### src/rtl/mdio_pkg.sv
package mdio_pkg;

    localparam int FRAME_BITS = 64;
    localparam int IDX_W      = $clog2(FRAME_BITS);
    localparam int TA_IDX     = 46;
    localparam int DATA_IDX   = 48;
    localparam int DATA_W     = 16;

    typedef enum logic [2:0] {
        RA_CFG   = 3'd0,
        RA_CMD   = 3'd1,
        RA_ADDR  = 3'd2,
        RA_WDATA = 3'd3,
        RA_RDATA = 3'd4,
        RA_IND   = 3'd5
    } reg_addr_e;

    typedef enum logic [1:0] {
        OP_WRITE = 2'b01,
        OP_READ  = 2'b10
    } mdio_op_e;

    typedef struct packed {
        mdio_op_e          op;
        logic [4:0]        phy;
        logic [4:0]        regn;
        logic [DATA_W-1:0] wdata;
    } mdio_req_t;

    function automatic logic [FRAME_BITS-1:0] build_frame(mdio_req_t r);
        logic [1:0]        ta;
        logic [DATA_W-1:0] body;
        ta   = (r.op == OP_WRITE) ? 2'b10 : 2'b11;
        body = (r.op == OP_WRITE) ? r.wdata : '1;
        return {32'hFFFF_FFFF, 2'b01, r.op, r.phy, r.regn, ta, body};
    endfunction

endpackage

### src/rtl/mdio_clkgen.sv
module mdio_clkgen #(
    parameter int SEL_W = 3,
    parameter int CNT_W = $clog2(4 * (2 ** SEL_W))
) (
    input  logic             clk,
    input  logic             rst,
    input  logic             en,
    input  logic [SEL_W-1:0] sel,
    output logic             mdc,
    output logic             rise_stb,
    output logic             fall_stb
);
    logic [CNT_W-1:0] cnt;
    logic [CNT_W-1:0] lim;
    logic             mdc_q;
    logic             wrap;

    always_comb begin
        lim  = CNT_W'((32'(sel) + 32'd1) * 32'd4 - 32'd1);
        wrap = en && (cnt == lim);
    end

    always_ff @(posedge clk) begin
        if (rst || !en) begin
            cnt   <= '0;
            mdc_q <= 1'b0;
        end else if (wrap) begin
            cnt   <= '0;
            mdc_q <= ~mdc_q;
        end else begin
            cnt <= cnt + 1'b1;
        end
    end

    assign mdc      = mdc_q && en;
    assign rise_stb = wrap && !mdc_q;
    assign fall_stb = wrap && mdc_q;
endmodule

### src/rtl/mdio_regs.sv
module mdio_regs
    import mdio_pkg::*;
#(
    parameter int SEL_W = 3
) (
    input  logic              clk,
    input  logic              rst,
    input  logic              bus_wr,
    input  logic [2:0]        bus_addr,
    input  logic [31:0]       bus_wdata,
    output logic [31:0]       bus_rdata,
    input  logic              busy,
    input  logic              nv,
    input  logic [DATA_W-1:0] rd_data,
    output logic [SEL_W-1:0]  clk_sel,
    output logic              abort,
    output logic              start,
    output mdio_req_t         req,
    output logic              cmd_bit
);
    logic [4:0]        phy_q;
    logic [4:0]        regn_q;
    logic [DATA_W-1:0] wdata_q;
    logic              wr_cfg, wr_cmd, wr_addr, wr_data;
    logic              start_rd;

    always_comb begin
        wr_cfg   = bus_wr && (bus_addr == RA_CFG);
        wr_cmd   = bus_wr && (bus_addr == RA_CMD);
        wr_addr  = bus_wr && (bus_addr == RA_ADDR);
        wr_data  = bus_wr && (bus_addr == RA_WDATA);
        abort    = wr_cfg && bus_wdata[31];
        start_rd = wr_cmd && bus_wdata[0] && !cmd_bit;
        start    = start_rd || wr_data;
        req.op    = wr_data ? OP_WRITE : OP_READ;
        req.phy   = phy_q;
        req.regn  = regn_q;
        req.wdata = wr_data ? bus_wdata[DATA_W-1:0] : wdata_q;
    end

    always_ff @(posedge clk) begin
        if (rst) begin
            clk_sel <= '1;
            cmd_bit <= 1'b0;
            phy_q   <= '0;
            regn_q  <= '0;
            wdata_q <= '0;
        end else begin
            if (wr_cfg && !bus_wdata[31]) clk_sel <= bus_wdata[SEL_W-1:0];
            if (wr_cmd)  cmd_bit <= bus_wdata[0];
            if (wr_addr) begin
                phy_q  <= bus_wdata[12:8];
                regn_q <= bus_wdata[4:0];
            end
            if (wr_data) wdata_q <= bus_wdata[DATA_W-1:0];
        end
    end

    always_comb begin
        bus_rdata = '0;
        case (bus_addr)
            RA_CFG:   bus_rdata[SEL_W-1:0] = clk_sel;
            RA_CMD:   bus_rdata[0] = cmd_bit;
            RA_ADDR:  bus_rdata = {19'd0, phy_q, 3'd0, regn_q};
            RA_WDATA: bus_rdata[DATA_W-1:0] = wdata_q;
            RA_RDATA: bus_rdata[DATA_W-1:0] = rd_data;
            RA_IND:   bus_rdata[2:0] = {nv, 1'b0, busy};
            default:  bus_rdata = '0;
        endcase
    end
endmodule

### src/rtl/mdio_frame_engine.sv
module mdio_frame_engine
    import mdio_pkg::*;
(
    input  logic              clk,
    input  logic              rst,
    input  logic              abort,
    input  logic              start,
    input  mdio_req_t         req,
    input  logic              rise_stb,
    input  logic              fall_stb,
    input  logic              mdio_i,
    output logic              busy,
    output logic              nv,
    output logic              is_read,
    output logic [IDX_W-1:0]  bit_idx,
    output logic              mdio_o,
    output logic              mdio_oe,
    output logic [DATA_W-1:0] rd_data
);
    localparam logic [IDX_W-1:0] LAST = IDX_W'(FRAME_BITS - 1);

    logic [FRAME_BITS-1:0] frame;
    logic [FRAME_BITS-1:0] shreg;
    logic [DATA_W-1:0]     rd_shift;
    logic [IDX_W-1:0]      idx_nxt;

    always_comb begin
        frame   = build_frame(req);
        idx_nxt = bit_idx + 1'b1;
    end

    always_ff @(posedge clk) begin
        if (rst || abort) begin
            busy    <= 1'b0;
            nv      <= 1'b0;
            is_read <= 1'b0;
            bit_idx <= '0;
            shreg   <= '0;
            mdio_o  <= 1'b0;
            mdio_oe <= 1'b0;
        end else if (start && !busy) begin
            busy    <= 1'b1;
            nv      <= (req.op == OP_READ);
            is_read <= (req.op == OP_READ);
            bit_idx <= '0;
            shreg   <= frame;
            mdio_o  <= frame[FRAME_BITS-1];
            mdio_oe <= 1'b1;
        end else if (busy) begin
            if (rise_stb && is_read && bit_idx == LAST) nv <= 1'b0;
            if (fall_stb) begin
                if (bit_idx == LAST) begin
                    busy    <= 1'b0;
                    mdio_oe <= 1'b0;
                end else begin
                    bit_idx <= idx_nxt;
                    shreg   <= {shreg[FRAME_BITS-2:0], 1'b0};
                    mdio_o  <= shreg[FRAME_BITS-2];
                    mdio_oe <= !(is_read && idx_nxt >= IDX_W'(TA_IDX));
                end
            end
        end
    end

    always_ff @(posedge clk) begin
        if (rst) begin
            rd_shift <= '0;
            rd_data  <= '0;
        end else if (busy && is_read && rise_stb && bit_idx >= IDX_W'(DATA_IDX)) begin
            rd_shift <= {rd_shift[DATA_W-2:0], mdio_i};
            if (bit_idx == LAST) rd_data <= {rd_shift[DATA_W-2:0], mdio_i};
        end
    end
endmodule

### src/rtl/mdio_master.sv
module mdio_master
    import mdio_pkg::*;
#(
    parameter int SEL_W = 3
) (
    input  logic        clk,
    input  logic        rst,
    input  logic        bus_wr,
    input  logic [2:0]  bus_addr,
    input  logic [31:0] bus_wdata,
    output logic [31:0] bus_rdata,
    output logic        mdc,
    input  logic        mdio_i,
    output logic        mdio_o,
    output logic        mdio_oe
);
    logic [SEL_W-1:0]  clk_sel;
    logic              abort, start, cmd_bit;
    mdio_req_t         req;
    logic              eng_busy, eng_nv, eng_is_read;
    logic [IDX_W-1:0]  eng_idx;
    logic [DATA_W-1:0] rd_data;
    logic              rise_stb, fall_stb;

    mdio_regs #(.SEL_W(SEL_W)) regs_i (
        .clk(clk), .rst(rst), .bus_wr(bus_wr), .bus_addr(bus_addr),
        .bus_wdata(bus_wdata), .bus_rdata(bus_rdata), .busy(eng_busy),
        .nv(eng_nv), .rd_data(rd_data), .clk_sel(clk_sel), .abort(abort),
        .start(start), .req(req), .cmd_bit(cmd_bit)
    );

    mdio_clkgen #(.SEL_W(SEL_W)) clkgen_i (
        .clk(clk), .rst(rst), .en(eng_busy), .sel(clk_sel),
        .mdc(mdc), .rise_stb(rise_stb), .fall_stb(fall_stb)
    );

    mdio_frame_engine engine_i (
        .clk(clk), .rst(rst), .abort(abort), .start(start), .req(req),
        .rise_stb(rise_stb), .fall_stb(fall_stb), .mdio_i(mdio_i),
        .busy(eng_busy), .nv(eng_nv), .is_read(eng_is_read),
        .bit_idx(eng_idx), .mdio_o(mdio_o), .mdio_oe(mdio_oe),
        .rd_data(rd_data)
    );
endmodule

### config.mk
export PLATFORM = sky130hd
export DESIGN_NAME = mdio_master
export DESIGN_NICKNAME = d
export VERILOG_FILES = /design/src/rtl/mdio_pkg.sv /design/src/rtl/mdio_clkgen.sv /design/src/rtl/mdio_regs.sv /design/src/rtl/mdio_frame_engine.sv /design/src/rtl/mdio_master.sv
export SDC_FILE = /design/constraint.sdc
export NUM_CORES = 1
export LEC_CHECK = 0
export CAP_MARGIN = 10
export CORE_ASPECT_RATIO = 1.4
export CORE_UTILIZATION = 55
export CTS_BUF_LIST = sky130_fd_sc_hd__clkbuf_16
export DETAILED_ROUTE_END_ITERATION = 7
export PLACE_DENSITY = 0.79
export SYNTH_ARGS = -nofsm -noshare
export SYNTH_HDL_FRONTEND = slang
export SYNTH_SLANG_ARGS = --single-unit
### constraint.sdc
create_clock -name clk -period 2.5 [get_ports clk]
set_input_delay 0.625 -clock clk [delete_from_list [all_inputs] [get_ports clk]]
set_output_delay 0.625 -clock clk [all_outputs]
set_load 0.05 [all_outputs]
[Word level (Yosys, flattened, before mapping)]
Index checks and enable logic that the tools add are counted.
Widths: inputs -> output; s select.
Cells by class
  add/sub/neg operators: 4
  multipliers: 0
  divide/modulo/power cells: 0
  order comparisons: 2
  equality and inequality tests: 10
  shift operators: 0
  muxes and demuxes: 26
  bitwise operators: 2
  reductions and logical operators: 38
Operators with widths (count)
  $mux 63: 4
  $pmux 13 s3: 1
  $mux 16: 2
  $logic_and 1x1->1: 19
  $mux 1: 16
  $ge 6x6->1 const B: 2
  $pmux 2 s5: 1
  $add 6x1->6 const B: 1
  $eq 3x2->1 const B: 2
  $eq 3x3->1 const B: 2
  $eq 6x6->1 const B: 1
  $pmux 1 s6: 1
  $reduce_and 2->1: 3
  $reduce_and 3->1: 2
  $reduce_bool 2->1: 3
  $add 5x1->5 const B: 1
  $eq 5x5->1: 1
  $logic_not 1->1: 5
  $sub 5x1->5 const B: 1
  $reduce_or 2->1: 2
  $add 3x1->3 const B: 1
  $eq 3x1->1 const B: 1
  $logic_not 3->1: 1
  $logic_or 1x1->1: 3
  other kinds (5): 6
Storage, ports and cells
  flip-flop bits (word level): 141
  bits in latches: 0
  memory bits (writable): 0
  bits in read-only memories: 0
  output and inout port bits: 35
  word-level logic and storage cells: 99
  memories: 0

[Longest topological paths before layout]
  depth after elaboration: 10
  mapped depth: 9

[Modules after synthesis]
A second synthesis with hierarchy kept.
Unflattened totals
  cells, all modules: 737
  area total of the unflattened synthesis: 6388.6 µm²
By module, submodules not included
  mdio_frame_engine: instances 1, cells each 512, area each 4320.4 µm², seq. area each 2102.0 µm²
  mdio_regs: instances 1, cells each 190, area each 1726.7 µm², seq. area each 600.6 µm²
  mdio_clkgen: instances 1, cells each 35, area each 341.6 µm², seq. area each 120.1 µm²

[Worst setup path after synthesis]
No wires, ideal clock.
  path type: in2out
  start point: input bus_addr[0]
  end point: output bus_rdata[10]
  arrival: 2.438 ns
  required time: 1.875 ns
  slack: -0.563 ns
  stages on the path: 4
  path buffers: 2
  cells stage by stage: buf_2 -> buf_1 -> mux2i_1 -> o21ai_0
On the way
  cells in the longest elaborated chain, start to end: 2
  elaborated cells on any way between the ends: 4
  classes of those cells: 3 x eq/ne; 1 x mux
Ends and longest elaborated chain
  start, declared: RTL line mdio_master.sv:9  | input logic [2:0] bus_addr,
  $eq 3x3->1 or $eq 3x2->1 (tied branches): RTL line mdio_regs.sv:61  | case (bus_addr)
  $pmux 13 s3 *: RTL line mdio_regs.sv:61
  end, declared: RTL line mdio_master.sv:11  | output logic [31:0] bus_rdata,
Every way passes the cells marked *; elsewhere a longest branch is shown, timed or not.

[Final worst setup path]
  start point: input bus_addr[0]
  end point: output bus_rdata[2]
On the way
  cells in the longest elaborated chain, start to end: 2
  elaborated cells on any way between the ends: 6
  classes of those cells: 4 x eq/ne; 1 x mux; 1 x reduce/logical
Ends and longest elaborated chain (RTL line)
  $eq 3x3->1, or another cell as far along: mdio_regs.sv:61
  $pmux 2 s5 *: mdio_regs.sv:61
Marked as above.

==> results_dict.tcl <==
set metrics [dict create \
    finalHoldViolCount 0 \
    clock_sinks 141 \
    clk_pin_slew_ns 0.06 \
    max_slew_margin_pct 54.3 \
    dp_slack_ns -0.285 \
    vias 5395 \
    num_rows 44 \
    p_sw_share_pct 23.5 \
    grt_usage_pct 26.6 \
    start_util_pct 57.1 \
    timing.hold.ws_ns 0.453 \
    root_buffer "clkbuf_16" \
    p_total_mw 5.25 \
    grt_pass1_wl_um 24400 \
    synth-edff-count 0 \
    drive_above_1_share_pct 15.8 \
    die_h_um 126 \
    p_int_mw 4.02 \
    p_leak_nw 2.82 \
    tns_ns 0 \
    netlist_area_um2 6000 \
    htree_levels 4 \
    synth_cell_types 50 \
    arrival_ns 1.84 \
    r2r-start "clkgen_i.cnt[0]" \
    maxCapViolCount 0 \
    worstPathRequired_ns 1.88 \
    fin_cells 937 \
    yosysWarnings 0 \
    ant_nets 0 \
    cp_slowest_cell "mux2_2" \
    routedWlPerCell_um 15.8 \
    yosys.area_share.adder_pct 0.834 \
    routed_wirelength_um 14800 \
    dpl_cell_area_um2 6930 \
    clk_path_buf_depth 2 \
    synth-seq-area-share_pct 47.0 \
    dp.cells 899 \
    cts_tree "built" \
    dieArea_um2 11300 \
    synth_mux_area_share_pct 4.71 \
    synth_compound_gate_area_share_pct 16.1 \
    synth-async-reset-ratio_pct 0 \
    startpoint "bus_addr[0]" \
    post-route-util_pct 72.6 \
    globalRoute.totalOverflow 0 \
    p_clk_share_pct 48.1 \
    core_area_um2 10500 \
    worst-path-buf-inv 3 \
    antenna_found_initial 0 \
    slew_viol_final 0 \
    status "finished clean" \
    power_density_nw_per_um2 688 \
    fin_crit_sh_pct 98.6 \
    final-setup-viol-count 0 \
    rsz0062_at_grt "false" \
    synth.ff_latch_count 141 \
    rrSetupSlack_ns 0.23 \
    cp_cell_sequence "clkdlybuf4s15_1 -> buf_6 -> mux2_2 -> a32oi_2 -> o21ai_2 -> buf_12" \
    path_delay_family "buffers and inverters" \
    synth_xor_area_share_pct 1.60 \
    fmax_ghz 0.406 \
    cts_hold_buf 0 \
    synthSimpleGateAreaFrac_pct 23.2 \
    fin_area_um2 7640 \
    seqPwrFrac_pct 44.3 \
    via_per_inst 5.76 \
    peakVddDrop_v 0.000514 \
    worstHoldStart "clkgen_i.cnt[0]" \
    grt_pass1_vias 5215 \
    grt_max_degree 45 \
    switchingPower_mw 1.23 \
    syn_avg_cell_area_um2 8.21 \
    finClkSkew_ns 0.00567 \
    io_pins 74 \
    comb_power_share_pct 7.6 \
    fin_ws_ns 0.0342 \
    start_kind "input port" \
    drc 0 \
    worst_pin_slew_ns 0.686 \
    synth_top_family_by_area "simple AND/OR/NAND/NOR gates" \
    path_class "in2out" \
    dpl.hpwl_um 9630 \
    cpPeakStageDelay_ns 0.34 \
    drt_iter0_drc 334 \
    clk_latency_ns 0.42 \
    cts_buffers 17 \
    portBuffers 42 \
    gp_congestion 0.855 \
    area_growth_pct 27.2 \
    die_w_um 90.3 \
    netlist_instances 731 \
    hp-class "reg2reg" \
    end_kind "output pin" \
    first_pass_iters 7 \
    num-nets-final 829 \
    path_max_fanout 5 \
    post-route-min-period_ns 2.47 \
    diodes 0 \
    ys.flop_type "dfxtp_1" \
]
==> final timing paths <==
kind | cells past startpoint | to
worst min-delay path | 1 | clkgen_i.cnt[0]
worst max-delay path | 6 | bus_rdata[2]
worst max register to register | 7 | engine_i.shreg[12]
worst min register to register | 1 | clkgen_i.cnt[0]
==> worst register-to-register path: cells and delay by family (launching register included) <==
| family | cells | cell delay [ns] |
|---|---|---|
| DFF | 1 | 0.36 |
| and+or+nand+nor | 4 | 1.19 |
| AOI/OAI and AO/OA | 1 | 0.13 |
| buffers and inverters | 1 | 0.23 |
| adders and majority gates | 1 | 0.23 |
==> cell families (layout without fill, tap and decap cells) <==
| family | Yosys count | after routing |
|---|---|---|
| XOR/XNOR | 11 | 11 |
| flip-flops | 141 | 141 |
| multiplexers | 28 | 28 |
| other | 1 | 16 |
| AND/OR/NAND/NOR | 311 | 311 |
| AO/OA/AOI/OAI | 157 | 157 |
| adder cells (fa/ha/maj) | 4 | 4 |
| buffers and inverters | 78 | 131 |
==> routing by layer <==
layer / track usage, % / vias up / wire [um]
met4: 13.1 / 0 / 485
met5: 0 / - / 0
li1: - / 2633 / -
met1: 29.1 / 2573 / 5840
met3: 5.50 / 44 / 562
met2: 48.6 / 145 / 7870
==> cells in the mapped netlist (all sizes together) (2+ instances only) <==
library cell	number	area, um2
a211o	3	26.3
a21o	17	128
a21oi	76	380
a221oi	2	17.5
a22o	6	52.6
a22oi	10	75.1
a31oi	18	113
and2	4	25.0
and3	5	31.3
buf	39	243
clkbuf	33	125
dfxtp	141	2820
ha	4	50.1
inv	6	22.5
mux2	2	22.5
mux2i	26	260
nand2	124	465
nand3	38	190
nor2	50	188
nor2b	6	37.5
nor3	73	365
nor4	2	18.8
o21ai	15	75.1
xnor2	6	52.6
xor2	5	43.8
==> layout make-up <==
cell class                      instances  area, um2
Clock buffer                           17        425
Fill cell                             739       2880
Clock inverter                         15        174
Multi-Input combinational cell        527       2950
Sequential cell                       141       2820
Tap cell                              138        173
Timing Repair Buffer                   93       1070
Inverter                                6       22.5
==> power by group through the flow <==
| stage | sequential, mW | combinational [mW] | clock [mW] |
|---|---|---|---|
| after CTS | 2.33 | 0.390 | 2.55 |
| after global placement | 2.37 | 0.361 | 0 |
| after floorplan | 2.37 | 0.253 | 0 |
| final | 2.33 | 0.398 | 2.53 |
| after global routing | 2.33 | 0.425 | 2.66 |
| after detailed placement | 2.37 | 0.372 | 0 |
==> flip-flops by register name (all words and copies together), names as in the netlist <==
signal	flops
engine_i.shreg	63
engine_i.is_read	1
engine_i.mdio_o	1
engine_i.nv	1
regs_i.wdata_q	16
regs_i.phy_q	5
engine_i.rd_shift	15
clkgen_i.mdc_q	1
engine_i.bit_idx	6
regs_i.cmd_bit	1
engine_i.busy	1
regs_i.clk_sel	3
engine_i.rd_data	16
clkgen_i.cnt	5
regs_i.regn_q	5
engine_i.mdio_oe	1
==> layout by cell type, fill, tap and decap left out, types with 17 or more instances in the layout <==
cell             synthesis  layout
clkdlybuf4s50_1          0      21
dfxtp_1                141     141
nor3_1                  73      72
clkbuf_16                0      17
nand3_1                 38      38
mux2i_1                 26      26
buf_4                   18      39
nor2_1                  50      47
a31oi_1                 18      18
a21oi_1                 76      76
buf_12                   0      24
nand2_1                124     124
==> what timing repair did <==
item | in CTS | in global routing
resized for setup | 18 | 6
endpoints found under the setup margin | 16 | 10
setup buffers | 1 | 3
pin swaps | 4 | 3
gates cloned | 2 | 0
(Power assumes the default switching activity.)
